--- config.mk ---
export PLATFORM = sky130hd
export DESIGN_NAME = sac_clkgen
export DESIGN_NICKNAME = d
export VERILOG_FILES = /design/src/rtl/sac_pkg.sv /design/src/rtl/sac_bit_divider.sv /design/src/rtl/sac_frame_gen.sv /design/src/rtl/sac_clkgen.sv
export SDC_FILE = /design/constraint.sdc
export NUM_CORES = 1
export LEC_CHECK = 0
export BUFFER_PORTS_ARGS = -buffer_cell sky130_fd_sc_hd__buf_4
export CAP_MARGIN = 40
export CORE_MARGIN = 1.5
export CORE_UTILIZATION = 30
export CTS_CLUSTER_SIZE = 28
export DETAILED_ROUTE_END_ITERATION = 8
export PLACE_DENSITY_LB_ADDON = 0.15
export SLEW_MARGIN = 20
export SYNTH_ARGS = -nofsm -noshare
export SYNTH_HDL_FRONTEND = slang
export SYNTH_SLANG_ARGS = --single-unit
--- constraint.sdc ---
create_clock -name clk_i -period 5.1 [get_ports clk_i]
set_input_delay 1.53 -clock clk_i [delete_from_list [all_inputs] [get_ports clk_i]]
set_output_delay 1.53 -clock clk_i [all_outputs]
set_load 0.02 [all_outputs]
--- src/rtl/sac_pkg.sv ---
package sac_pkg;
  localparam int unsigned DIV_W = 8;
  localparam int unsigned LEN_W = 8;
  localparam int unsigned CFG_W = 4 + DIV_W + 2 * LEN_W;

  // Field order matches the register bit positions, high to low.
  typedef struct packed {
    logic             slave;
    logic             rise_smp;
    logic             rx_inv;
    logic             tx_inv;
    logic [DIV_W-1:0] div_m1;
    logic [LEN_W-1:0] rx_len_m1;
    logic [LEN_W-1:0] tx_len_m1;
  } clk_cfg_t;
endpackage

--- src/rtl/sac_bit_divider.sv ---
module sac_bit_divider #(
  parameter int unsigned W = 8
) (
  input  logic         clk_i,
  input  logic         rst_ni,
  input  logic         run_i,
  input  logic         fresh_i,
  input  logic         reload_i,
  input  logic [W-1:0] div_m1_i,
  input  logic         ext_bclk_i,
  output logic         bclk_q_o,
  output logic         bit_start_o,
  output logic         bit_end_o
);
  logic [W-1:0] cnt_q, cnt_d, shadow_q, shadow_d, dm_raw, dm;
  logic         bclk_d;

  always_comb begin
    dm_raw      = fresh_i ? div_m1_i : shadow_q;
    dm          = (dm_raw == '0) ? W'(1) : dm_raw;
    bit_start_o = run_i & (cnt_q == '0);
    bit_end_o   = run_i & (cnt_q == dm);
    cnt_d       = cnt_q;
    shadow_d    = shadow_q;
    bclk_d      = bclk_q_o;
    if (!run_i) begin
      cnt_d  = '0;
      bclk_d = ext_bclk_i;
    end else begin
      cnt_d  = bit_end_o ? '0 : cnt_q + W'(1);
      bclk_d = (cnt_q <= (dm >> 1));
    end
    if (run_i && (fresh_i || reload_i)) shadow_d = div_m1_i;
  end

  always_ff @(posedge clk_i or negedge rst_ni) begin
    if (!rst_ni) begin
      cnt_q    <= '0;
      shadow_q <= '0;
      bclk_q_o <= 1'b0;
    end else begin
      cnt_q    <= cnt_d;
      shadow_q <= shadow_d;
      bclk_q_o <= bclk_d;
    end
  end
endmodule

--- src/rtl/sac_frame_gen.sv ---
module sac_frame_gen #(
  parameter int unsigned W = 8
) (
  input  logic         clk_i,
  input  logic         rst_ni,
  input  logic         run_i,
  input  logic         fresh_i,
  input  logic         bit_start_i,
  input  logic         bit_end_i,
  input  logic [W-1:0] len_m1_i,
  input  logic         ext_fs_i,
  output logic         fs_q_o,
  output logic         frame_end_o
);
  logic [W-1:0] idx_q, idx_d, shadow_q, shadow_d, lm;
  logic [W:0]   half;
  logic         last, fs_d;

  always_comb begin
    lm          = fresh_i ? len_m1_i : shadow_q;
    half        = ({1'b0, lm} + (W+1)'(1)) >> 1;
    last        = (idx_q == lm);
    frame_end_o = bit_end_i & last;
    idx_d       = idx_q;
    fs_d        = fs_q_o;
    shadow_d    = shadow_q;
    if (!run_i) begin
      idx_d = '0;
      fs_d  = ext_fs_i;
    end else begin
      if (bit_end_i)   idx_d = last ? '0 : idx_q + W'(1);
      if (bit_start_i) fs_d  = ({1'b0, idx_q} >= half);
    end
    if (run_i && (fresh_i || frame_end_o)) shadow_d = len_m1_i;
  end

  always_ff @(posedge clk_i or negedge rst_ni) begin
    if (!rst_ni) begin
      idx_q    <= '0;
      shadow_q <= '0;
      fs_q_o   <= 1'b0;
    end else begin
      idx_q    <= idx_d;
      shadow_q <= shadow_d;
      fs_q_o   <= fs_d;
    end
  end
endmodule

--- src/rtl/sac_clkgen.sv ---
module sac_clkgen
  import sac_pkg::*;
(
  input  logic             clk_i,
  input  logic             rst_ni,
  input  logic [CFG_W-1:0] clk_cfg_i,
  input  logic             ext_bclk_i,
  input  logic             ext_tx_fs_i,
  input  logic             ext_rx_fs_i,
  output logic             bclk_o,
  output logic             tx_fs_o,
  output logic             rx_fs_o,
  output logic             sample_edge_o
);
  localparam int unsigned NLANE = 2;

  clk_cfg_t               cfg;
  logic                   run, fresh, primed_q, primed_d;
  logic                   bclk_q, bclk_dly_q, bclk_dly_d;
  logic                   bit_start, bit_end, div_reload;
  logic [NLANE-1:0]       lane_ext, lane_fs, lane_end;
  logic [LEN_W-1:0]       lane_len [NLANE];

  assign cfg         = clk_cfg_t'(clk_cfg_i);
  assign run         = ~cfg.slave;
  assign fresh       = ~primed_q;
  assign lane_ext    = {ext_rx_fs_i, ext_tx_fs_i};
  assign lane_len[0] = cfg.tx_len_m1;
  assign lane_len[1] = cfg.rx_len_m1;
  assign div_reload  = &lane_end;

  sac_bit_divider #(.W(DIV_W)) u_div (
    .clk_i       (clk_i),
    .rst_ni      (rst_ni),
    .run_i       (run),
    .fresh_i     (fresh),
    .reload_i    (div_reload),
    .div_m1_i    (cfg.div_m1),
    .ext_bclk_i  (ext_bclk_i),
    .bclk_q_o    (bclk_q),
    .bit_start_o (bit_start),
    .bit_end_o   (bit_end)
  );

  for (genvar g = 0; g < NLANE; g++) begin : g_lane
    sac_frame_gen #(.W(LEN_W)) u_frame (
      .clk_i       (clk_i),
      .rst_ni      (rst_ni),
      .run_i       (run),
      .fresh_i     (fresh),
      .bit_start_i (bit_start),
      .bit_end_i   (bit_end),
      .len_m1_i    (lane_len[g]),
      .ext_fs_i    (lane_ext[g]),
      .fs_q_o      (lane_fs[g]),
      .frame_end_o (lane_end[g])
    );
  end

  always_comb begin
    primed_d   = run;
    bclk_dly_d = bclk_q;
  end

  always_ff @(posedge clk_i or negedge rst_ni) begin
    if (!rst_ni) begin
      primed_q   <= 1'b0;
      bclk_dly_q <= 1'b0;
    end else begin
      primed_q   <= primed_d;
      bclk_dly_q <= bclk_dly_d;
    end
  end

  assign bclk_o        = bclk_q;
  assign tx_fs_o       = lane_fs[0] ^ cfg.tx_inv;
  assign rx_fs_o       = lane_fs[1] ^ cfg.rx_inv;
  assign sample_edge_o = cfg.rise_smp ? (bclk_q & ~bclk_dly_q) : (~bclk_q & bclk_dly_q);
endmodule

==> impl_metrics.yaml, run 1 <==
status:
  outcome: "completed"
placement:
  hpwl_um: 6289
  gp_congestion: 0.7781
  place_area_mm2: 0.004239
  port_buffers: 36
synthesis:
  ys_seq_area_frac: 0.3452
  synth_fp_nets: 438
  syn_avg_cell_area_um2: 10.22
  syn_area_mm2: 0.003842
  syn_inst: 376
  ys_warn_count: 0
  synth_seq_cells: 53
  ys_types: 42
die:
  die_h_um: 116.2
  rows: 41
  ios: 37
  coreArea_mm2: 0.01257
  start_util: 0.3057
  die_w_um: 116.2
  die_area_mm2: 0.01350
sta:
  fin_tns_setup_ns: 0
  skew_ns: 0.005669
  setup_viol_count_final: 0
  rsz0062_at_grt: "no"
  hold_ws_ns: 0.4344
  timing.final.crit_share: 0.7150
  tightest_slew_ns: 0.7348
  fmaxAchievable_mhz: 274.2
  hold_viol_final: 0
  max-slew-margin-rel: 0.5101
  drv_slew: 0
  fin_crit_ns: 3.646
worst_setup_path:
  cp_cell_sequence: "buf_4 -> mux2i_1 -> o21ai_0 -> o21ai_0 -> xnor2_1 -> buf_2 -> nand4_1 -> a21o_1 -> mux2_4"
  path_delay_family: "compound AO/OA/AOI/OAI gates"
  slowest_delay_ns: 0.37
  critPathSlowestCell: "a21o_1"
  required_ns: 5.29
  timing.rr.start: "primed_q$_DFF_PN0_"
  critPathBufInv: 2
  critPathKind: "in2reg"
  crit_top_cell: "o21ai_0"
  start_kind: "primary input"
  end_kind: "flop"
  critPathArrivalTime_ns: 3.83
  startpoint: "clk_cfg_i[23]"
  path_max_fanout: 8
clocking:
  numCtsBuffers: 5
  numClockSinks: 53
  post_cts_resized: 0
  post_cts_buffers: 0
  ctsHoldBuffers: 0
  clock_latency_ns: 0.30
  clock-root-buffer: "clkbuf_16"
  h-tree-depth: 2
  clockBufferDepth: 2
  clkSlewWorstSetupHoldPaths_ns: 0.07
  cts_tree: "yes"
power:
  power_density_mw_per_mm2: 252.9
  power.total_mw: 1.107
  peakVddDrop_uv: 144.7
  leakagePower_nw: 1.974
detailed_routing:
  firstDrtPassIters: 4
  wirelength_um: 8655
  drtIter0Drc: 131
  routedWlPerCell_um: 14.92
  routed_via_density: 4.959
  drc: 0
  ant_nets: 0
  dr_total_vias: 2876
layout:
  diodes: 0
  final_cell_area_mm2: 0.004379
  n_fill_cell: 1295
  fin_nets: 469
  fin_util: 0.3484
  areaGrowthSynthToFinish_pct: 13.97
  mostFrequentLayoutCell: "dfrtp_1"
  drive_gt1_frac: 0.1863
  layout.cells.most_common_list: "dfrtp_1, buf_4, ha_1"
grt:
  grt_first_pass_wirelength_um: 14790
  grt_pass1_vias: 2929
  grt_max_degree: 54
  grtUsageTotal: 0.1387
  antenna_found_initial: 0
  overflow: 0
min_path:
  hold_start: "u_div.bclk_q_o$_DFF_PN0_"
  worst_hold_path_type: "reg2reg"
run:
  max_cap_violations: 0
power breakdown:
group	internal (mW)	leakage (nW)	switching [mW]
Sequential	0.454	0.672	0.0286
Clock	0.183	0.0641	0.164
Combinational	0.142	1.24	0.135
Total	0.780	1.97	0.328
synth_stat cells, drive strengths merged:
master | n | area (um^2)
a21boi | 1 | 7.510
o22ai | 1 | 6.260
and2 | 6 | 37.54
ha | 29 | 362.9
mux2 | 25 | 371.6
nor2 | 20 | 75.07
dfrtp | 53 | 1326
a22oi | 1 | 7.510
nor4 | 7 | 58.81
nor3 | 11 | 55.05
xnor2 | 25 | 219.0
o21a | 4 | 30.03
nor3b | 1 | 7.510
clkbuf | 4 | 15.01
o211ai | 3 | 22.52
o21ai | 22 | 110.1
nor2b | 2 | 12.51
a211oi | 1 | 7.510
nand3 | 15 | 85.08
mux2i | 23 | 246.5
xor2 | 19 | 166.4
or3 | 4 | 25.02
a21o | 5 | 37.54
nor4b | 1 | 8.760
a21oi | 22 | 110.1
or3b | 8 | 70.07
a22o | 2 | 17.52
and3 | 9 | 56.30
nand2 | 22 | 82.58
inv | 10 | 37.54
nand2b | 2 | 12.51
nand4 | 6 | 37.54
buf | 11 | 107.6
and4 | 1 | 8.760
flip-flops by register name (all words and copies together) (netlist names):
name,count
primed_q,1
bclk_dly_q,1
g_lane.u_frame.fs_q_o,2
g_lane.u_frame.shadow_q,16
u_div.cnt_q,8
u_div.shadow_q,8
g_lane.u_frame.idx_q,16
u_div.bclk_q_o,1
cell type report:
type / instances / area (um^2) / area share
multi-input combinational: 298 / 2356 / 0.5380
sequential: 53 / 1328 / 0.3031
timing repair buffer: 39 / 302.8 / 0.06914
tap: 172 / 215.2 / 0.04914
clock buffer: 7 / 132.6 / 0.03029
inverter: 10 / 37.54 / 0.008571
clock inverter: 1 / 7.507 / 0.001714
path summary, 6_finish.rpt:
check                                                      to  slack, ns  cells past startpoint
worst min-delay path                     bclk_dly_q$_DFF_PN0_       0.43                      0
max in group asynchronous                  primed_q$_DFF_PN0_       3.31                      1
min in group asynchronous                bclk_dly_q$_DFF_PN0_       1.28                      1
worst max register to register  u_div.shadow_q[2]$_DFFE_PN0P_       1.89                      9
worst max-delay path            u_div.shadow_q[2]$_DFFE_PN0P_       1.45                      9
worst min register to register           bclk_dly_q$_DFF_PN0_       0.43                      0
stage by stage:
stage	worst slack [ns]	cells
after detailed placement	1.090	572
after CTS	1.415	580
after global routing	1.231	580
after floorplan	1.516	376
final	1.454	580
after global placement	0.9686	570
layer usage:
metal / track usage / vias up / routed length [um] / share of wire
li1: - / 1402 / - / -
met1: 0.1856 / 1422 / 4234 / 0.49
met2: 0.2290 / 46 / 3981 / 0.46
met3: 0.02854 / 6 / 346 / 0.040
met5: 0 / - / 0 / 0
met4: 0.03659 / 0 / 93 / 0.011
logic make-up after synthesis:
kind of cell,synth area share
AO/OA/AOI/OAI,0.09281
XOR/XNOR,0.1003
adder cells (fa/ha/maj),0.09443
buffers and inverters,0.04168
flip-flops,0.3452
multiplexers,0.1609
AND/OR/NAND/NOR,0.1648
Note: power is estimated with default switching activity, not from simulation.
==> inputs of run 2 (changes only) <==
clock period = 3.6 ns   (was 5.1 ns; I/O delays follow)
==> impl_metrics.yaml, run 2 (same netlist as run 1, synthesis figures left out) <==
detailed_routing:
  ant_nets: 0
  firstDrtPassIters: 4
  routedWlPerCell_um: 14.70
  dr_total_vias: 2818
  drtIter0Drc: 87
  routed_via_density: 4.793
  wirelength_um: 8641
  drc: 0
worst_setup_path:
  critPathArrivalTime_ns: 3.22
  end_kind: "flop"
  start_kind: "flop"
  slowest_delay_ns: 0.57
  critPathSlowestCell: "dfrtp_2"
  cp_cell_sequence: "buf_12 -> mux2i_1 -> o21ai_0 -> o21ai_0 -> xnor2_1 -> buf_4 -> nand2_1 -> nand2_1 -> nor2_1"
  critPathKind: "reg2reg"
  required_ns: 3.78
  path_max_fanout: 25
layout:
  areaGrowthSynthToFinish_pct: 16.54
  layout.cells.most_common_list: "dfrtp_1, buf_4, ha_1"
  fin_nets: 477
  reg_top3: "g_lane.u_frame.idx_q x16, g_lane.u_frame.shadow_q x16"
  drive_gt1_frac: 0.2067
  fin_cells: 588
  mostFrequentLayoutCell: "dfrtp_1"
  final_cell_area_mm2: 0.004478
  n_fill_cell: 1298
  fin_util: 0.3563
  diodes: 0
grt:
  antenna_found_initial: 0
  grt_first_pass_wirelength_um: 14490
  overflow: 0
  grtUsageTotal: 0.1378
  grt_max_degree: 54
  grt_pass1_vias: 2914
clocking:
  ctsHoldBuffers: 0
  post_cts_resized: 0
  clockBufferDepth: 2
  clock_latency_ns: 0.30
  numCtsBuffers: 5
  numClockSinks: 53
  post_cts_buffers: 0
  cts_tree: "yes"
  h-tree-depth: 2
  clkSlewWorstSetupHoldPaths_ns: 0.07
  clock-root-buffer: "clkbuf_16"
placement:
  hpwl_um: 6459
  post-place-cells: 580
  place_area_mm2: 0.004302
  gp_congestion: 0.7389
  port_buffers: 36
  pre_cts_ws_ns: 0.2385
sta:
  timing.final.crit_share: 0.8459
  fin_crit_ns: 3.045
  rsz0062_at_grt: "no"
  fmaxAchievable_mhz: 328.4
  hold_viol_final: 0
  drv_slew: 0
  fin_ws_ns: 0.5546
  skew_ns: 0.006449
  max-slew-margin-rel: 0.5173
  setup_viol_count_final: 0
  tightest_slew_ns: 0.7241
  fin_tns_setup_ns: 0
die:
  die_w_um: 116.2
  rows: 41
  die_h_um: 116.2
  coreArea_mm2: 0.01257
  start_util: 0.3057
  ios: 37
  die_area_mm2: 0.01350
power:
  leakagePower_nw: 2.034
  power_density_mw_per_mm2: 371.9
  peakVddDrop_uv: 258.0
min_path:
  worst_hold_path_type: "reg2reg"
status:
  outcome: "completed"
run:
  max_cap_violations: 0
run 2: changes by cell type in the layout (fill, tap and decap cells not counted), sizes merged:
cell	change
bufinv	+1
clkbuf	-1
buf	+8
run 2: layout make-up:
| class | count | area [um^2] | area share |
|---|---|---|---|
| Multi-Input combinational cell | 298 | 2356 | 0.5261 |
| Sequential cell | 53 | 1328 | 0.2965 |
| Timing Repair Buffer | 47 | 365.4 | 0.08159 |
| Tap cell | 172 | 215.2 | 0.04806 |
| Clock buffer | 6 | 138.9 | 0.03101 |
| Clock inverter | 2 | 37.54 | 0.008382 |
| Inverter | 10 | 37.54 | 0.008382 |
run 2: where the power goes:
part | internal, mW | leakage, nW | switching (mW)
sequential | 0.644 | 0.672 | 0.0404
clock | 0.348 | 0.0831 | 0.226
combinational | 0.213 | 1.28 | 0.194
total | 1.20 | 2.03 | 0.460
run 2: per-layer routing:
| metal | track usage | routed length, um |
|---|---|---|
| met1 | 0.1865 | 4446 |
| met2 | 0.2275 | 3872 |
| met3 | 0.02491 | 240 |
| met4 | 0.03659 | 81 |
| met5 | 0 | 0 |
run 2: path summary, 6_finish.rpt:
check,from,endpoint,slack (ns),cells after the start
min in group asynchronous,rst_ni,g_lane[1].u_frame.fs_q_o$_DFFE_PN0P_,0.84,1
setup reg to reg,primed_q$_DFF_PN0_,u_div.cnt_q[7]$_DFF_PN0_,0.55,9
hold reg to reg,u_div.bclk_q_o$_DFF_PN0_,bclk_dly_q$_DFF_PN0_,0.42,0
setup / recovery,primed_q$_DFF_PN0_,u_div.cnt_q[7]$_DFF_PN0_,0.55,9
hold / removal,u_div.bclk_q_o$_DFF_PN0_,bclk_dly_q$_DFF_PN0_,0.42,0
max in group asynchronous,rst_ni,primed_q$_DFF_PN0_,2.25,1
run 2: worst max-delay path, delay by kind of cell (launching register included):
kind | cells | cell delay, ns
simple gates | 3 | 0.77
xor+xnor | 1 | 0.25
flops | 1 | 0.57
compound gates | 2 | 0.50
mux | 1 | 0.32
buf+inv | 2 | 0.48
run 2: metrics by stage:
stage | hold WS [ns] | power (mW)
after floorplan | 0.4811 | 0.9786
after global placement | 0.4051 | 1.101
after detailed placement | 0.4098 | 1.107
after CTS | 0.4265 | 1.697
after global routing | 0.4395 | 1.763
final | 0.4218 | 1.665
==> inputs of run 3 (changes only) <==
clock period = 2.57 ns   (was 3.6 ns; I/O delays follow)
==> impl_metrics.yaml, run 3 (same netlist as run 1, synthesis figures left out) <==
status:
  outcome: "finished, violations left"
  violations: "setup timing"
clocking:
  clock_latency_ns: 0.30
  h-tree-depth: 2
  cts_tree: "yes"
  clockBufferDepth: 2
  clkSlewWorstSetupHoldPaths_ns: 0.07
  numClockSinks: 53
  numCtsBuffers: 5
  clock-root-buffer: "clkbuf_16"
placement:
  place_area_mm2: 0.004602
  gp_congestion: 0.7987
  port_buffers: 36
  hpwl_um: 6725
run:
  max_cap_violations: 0
power:
  leakagePower_nw: 2.354
  peakVddDrop_uv: 350.0
  power_density_mw_per_mm2: 494.0
  power.total_mw: 2.625
grt:
  overflow: 0
  antenna_found_initial: 0
  grt_max_degree: 54
  grt_pass1_vias: 3103
  grt_first_pass_wirelength_um: 15220
  grtUsageTotal: 0.1438
detailed_routing:
  drc: 0
  wirelength_um: 9491
  dr_total_vias: 3042
  drtIter0Drc: 85
  routedWlPerCell_um: 14.90
  routed_via_density: 4.776
  ant_nets: 0
  firstDrtPassIters: 4
die:
  rows: 41
  start_util: 0.3057
  ios: 37
  coreArea_mm2: 0.01257
  die_w_um: 116.2
  die_h_um: 116.2
  die_area_mm2: 0.01350
sta:
  timing.final.crit_share: 1.010
  rsz0062_at_grt: "yes"
  tightest_slew_ns: 0.7102
  max-slew-margin-rel: 0.5265
  fin_crit_ns: 2.597
  drv_slew: 0
  fmaxAchievable_mhz: 385.1
  hold_viol_final: 0
  skew_ns: 0.006066
  fin_ws_ns: -0.02666
  setup_viol_count_final: 14
layout:
  layout.cells.most_common_list: "buf_4, dfrtp_1, ha_1"
  fin_nets: 526
  n_fill_cell: 1224
  mostFrequentLayoutCell: "buf_4"
  reg_top3: "g_lane.u_frame.idx_q x16, g_lane.u_frame.shadow_q x16"
  diodes: 0
  drive_gt1_frac: 0.4086
  multiInputGateArea_mm2: 0.002730
  areaGrowthSynthToFinish_pct: 38.26
  regArea_mm2: 0.001328
  final_cell_area_mm2: 0.005313
worst_setup_path:
  critPathKind: "reg2reg"
  start_kind: "flop"
  slowest_delay_ns: 0.44
  critPathBufInv: 3
  path_max_fanout: 8
  required_ns: 2.80
  end_kind: "flop"
  critPathSlowestCell: "dfrtp_2"
  path_delay_family: "simple AND/OR/NAND/NOR gates"
  critPathArrivalTime_ns: 2.82
  cp_cell_sequence: "buf_12 -> buf_12 -> mux2i_2 -> xor2_1 -> nand3_1 -> nor4_4 -> buf_6 -> nand3_4 -> or3b_1 -> a21oi_2"
  crit_top_cell: "buf_12"
min_path:
  worst_hold_path_type: "reg2reg"
run 3: cell count changes in the layout (fill, tap and decap cells not counted), moves of 4 or more:
cell	before	now
a21oi_1	22	15
a21oi_2	0	7
buf_4	46	87
mux2i_1	21	7
mux2i_2	1	6
mux2i_4	1	10
nor3_1	11	5
nor4_1	6	2
nor4_2	0	4
o21ai_0	22	9
o21ai_1	0	11
or3b_1	8	4
or3b_4	0	4
run 3: routing by layer:
metal  vias up  wire length [um]  global-route usage
met2        34              4566              0.2439
li1       1518                 -                   -
met4         0                85             0.03171
met3         9               261             0.02439
met1      1481              4578              0.1927
met5         -                 0                   0
run 3: path summary, 6_finish.rpt:
check	cells after the start	startpoint	slack [ns]	endpoint
worst max register to register	10	primed_q$_DFF_PN0_	-0.03	g_lane[0].u_frame.idx_q[3]$_DFFE_PN0P_
worst min-delay path	0	u_div.bclk_q_o$_DFF_PN0_	0.43	bclk_dly_q$_DFF_PN0_
min in group asynchronous	1	rst_ni	0.51	u_div.cnt_q[2]$_DFF_PN0_
worst min register to register	0	u_div.bclk_q_o$_DFF_PN0_	0.43	bclk_dly_q$_DFF_PN0_
max in group asynchronous	1	rst_ni	1.55	primed_q$_DFF_PN0_
worst max-delay path	10	primed_q$_DFF_PN0_	-0.03	g_lane[0].u_frame.idx_q[3]$_DFFE_PN0P_
run 3: area by class of cell:
class | count | area share
well taps | 172 | 0.04051
clock buffers | 5 | 0.02355
inverters | 10 | 0.007065
flip-flops and latches | 53 | 0.2499
multi-input cells | 298 | 0.5139
clock inverters | 3 | 0.01225
repair buffers | 96 | 0.1528
run 3: through the flow:
step	setup TNS [ns]	hold slack (ns)	util	setup slack [ns]	std cells
after global placement	-13.55	0.4035	0.3662	-0.3716	615
after CTS	0	0.4378	0.3912	0.0002547	625
after global routing	-4.423	0.4540	0.4227	-0.1626	637
after detailed placement	-13.46	0.4206	0.3662	-0.3718	615
after floorplan	0	0.4754	-	0.002232	376
final	-0.2388	0.4329	0.4227	-0.02666	637
run 3: power by group:
group / total [mW] / leakage (nW) / internal (mW) / switching, mW
Sequential: 0.971 / 0.672 / 0.902 / 0.0690
Clock: 0.884 / 0.0938 / 0.557 / 0.327
Combinational: 0.770 / 1.59 / 0.425 / 0.344
run 3: what timing repair did:
action | CTS | global route
gates resized for setup | 27 | 64
endpoints found under the setup margin | 42 | 47
pin swaps | 8 | 49
gates cloned | 0 | 2
buffers inserted | 2 | 12
hold buffers | 0 | 0
run 3: worst register-to-register path, cell delays in order (launching register included):
cell and delay [ns]:
dfrtp_2 0.44, buf_12 0.15, buf_12 0.14, mux2i_2 0.22, xor2_1 0.18, nand3_1 0.14, nor4_4 0.43, buf_6 0.21
nand3_4 0.11, or3b_1 0.40, a21oi_2 0.12
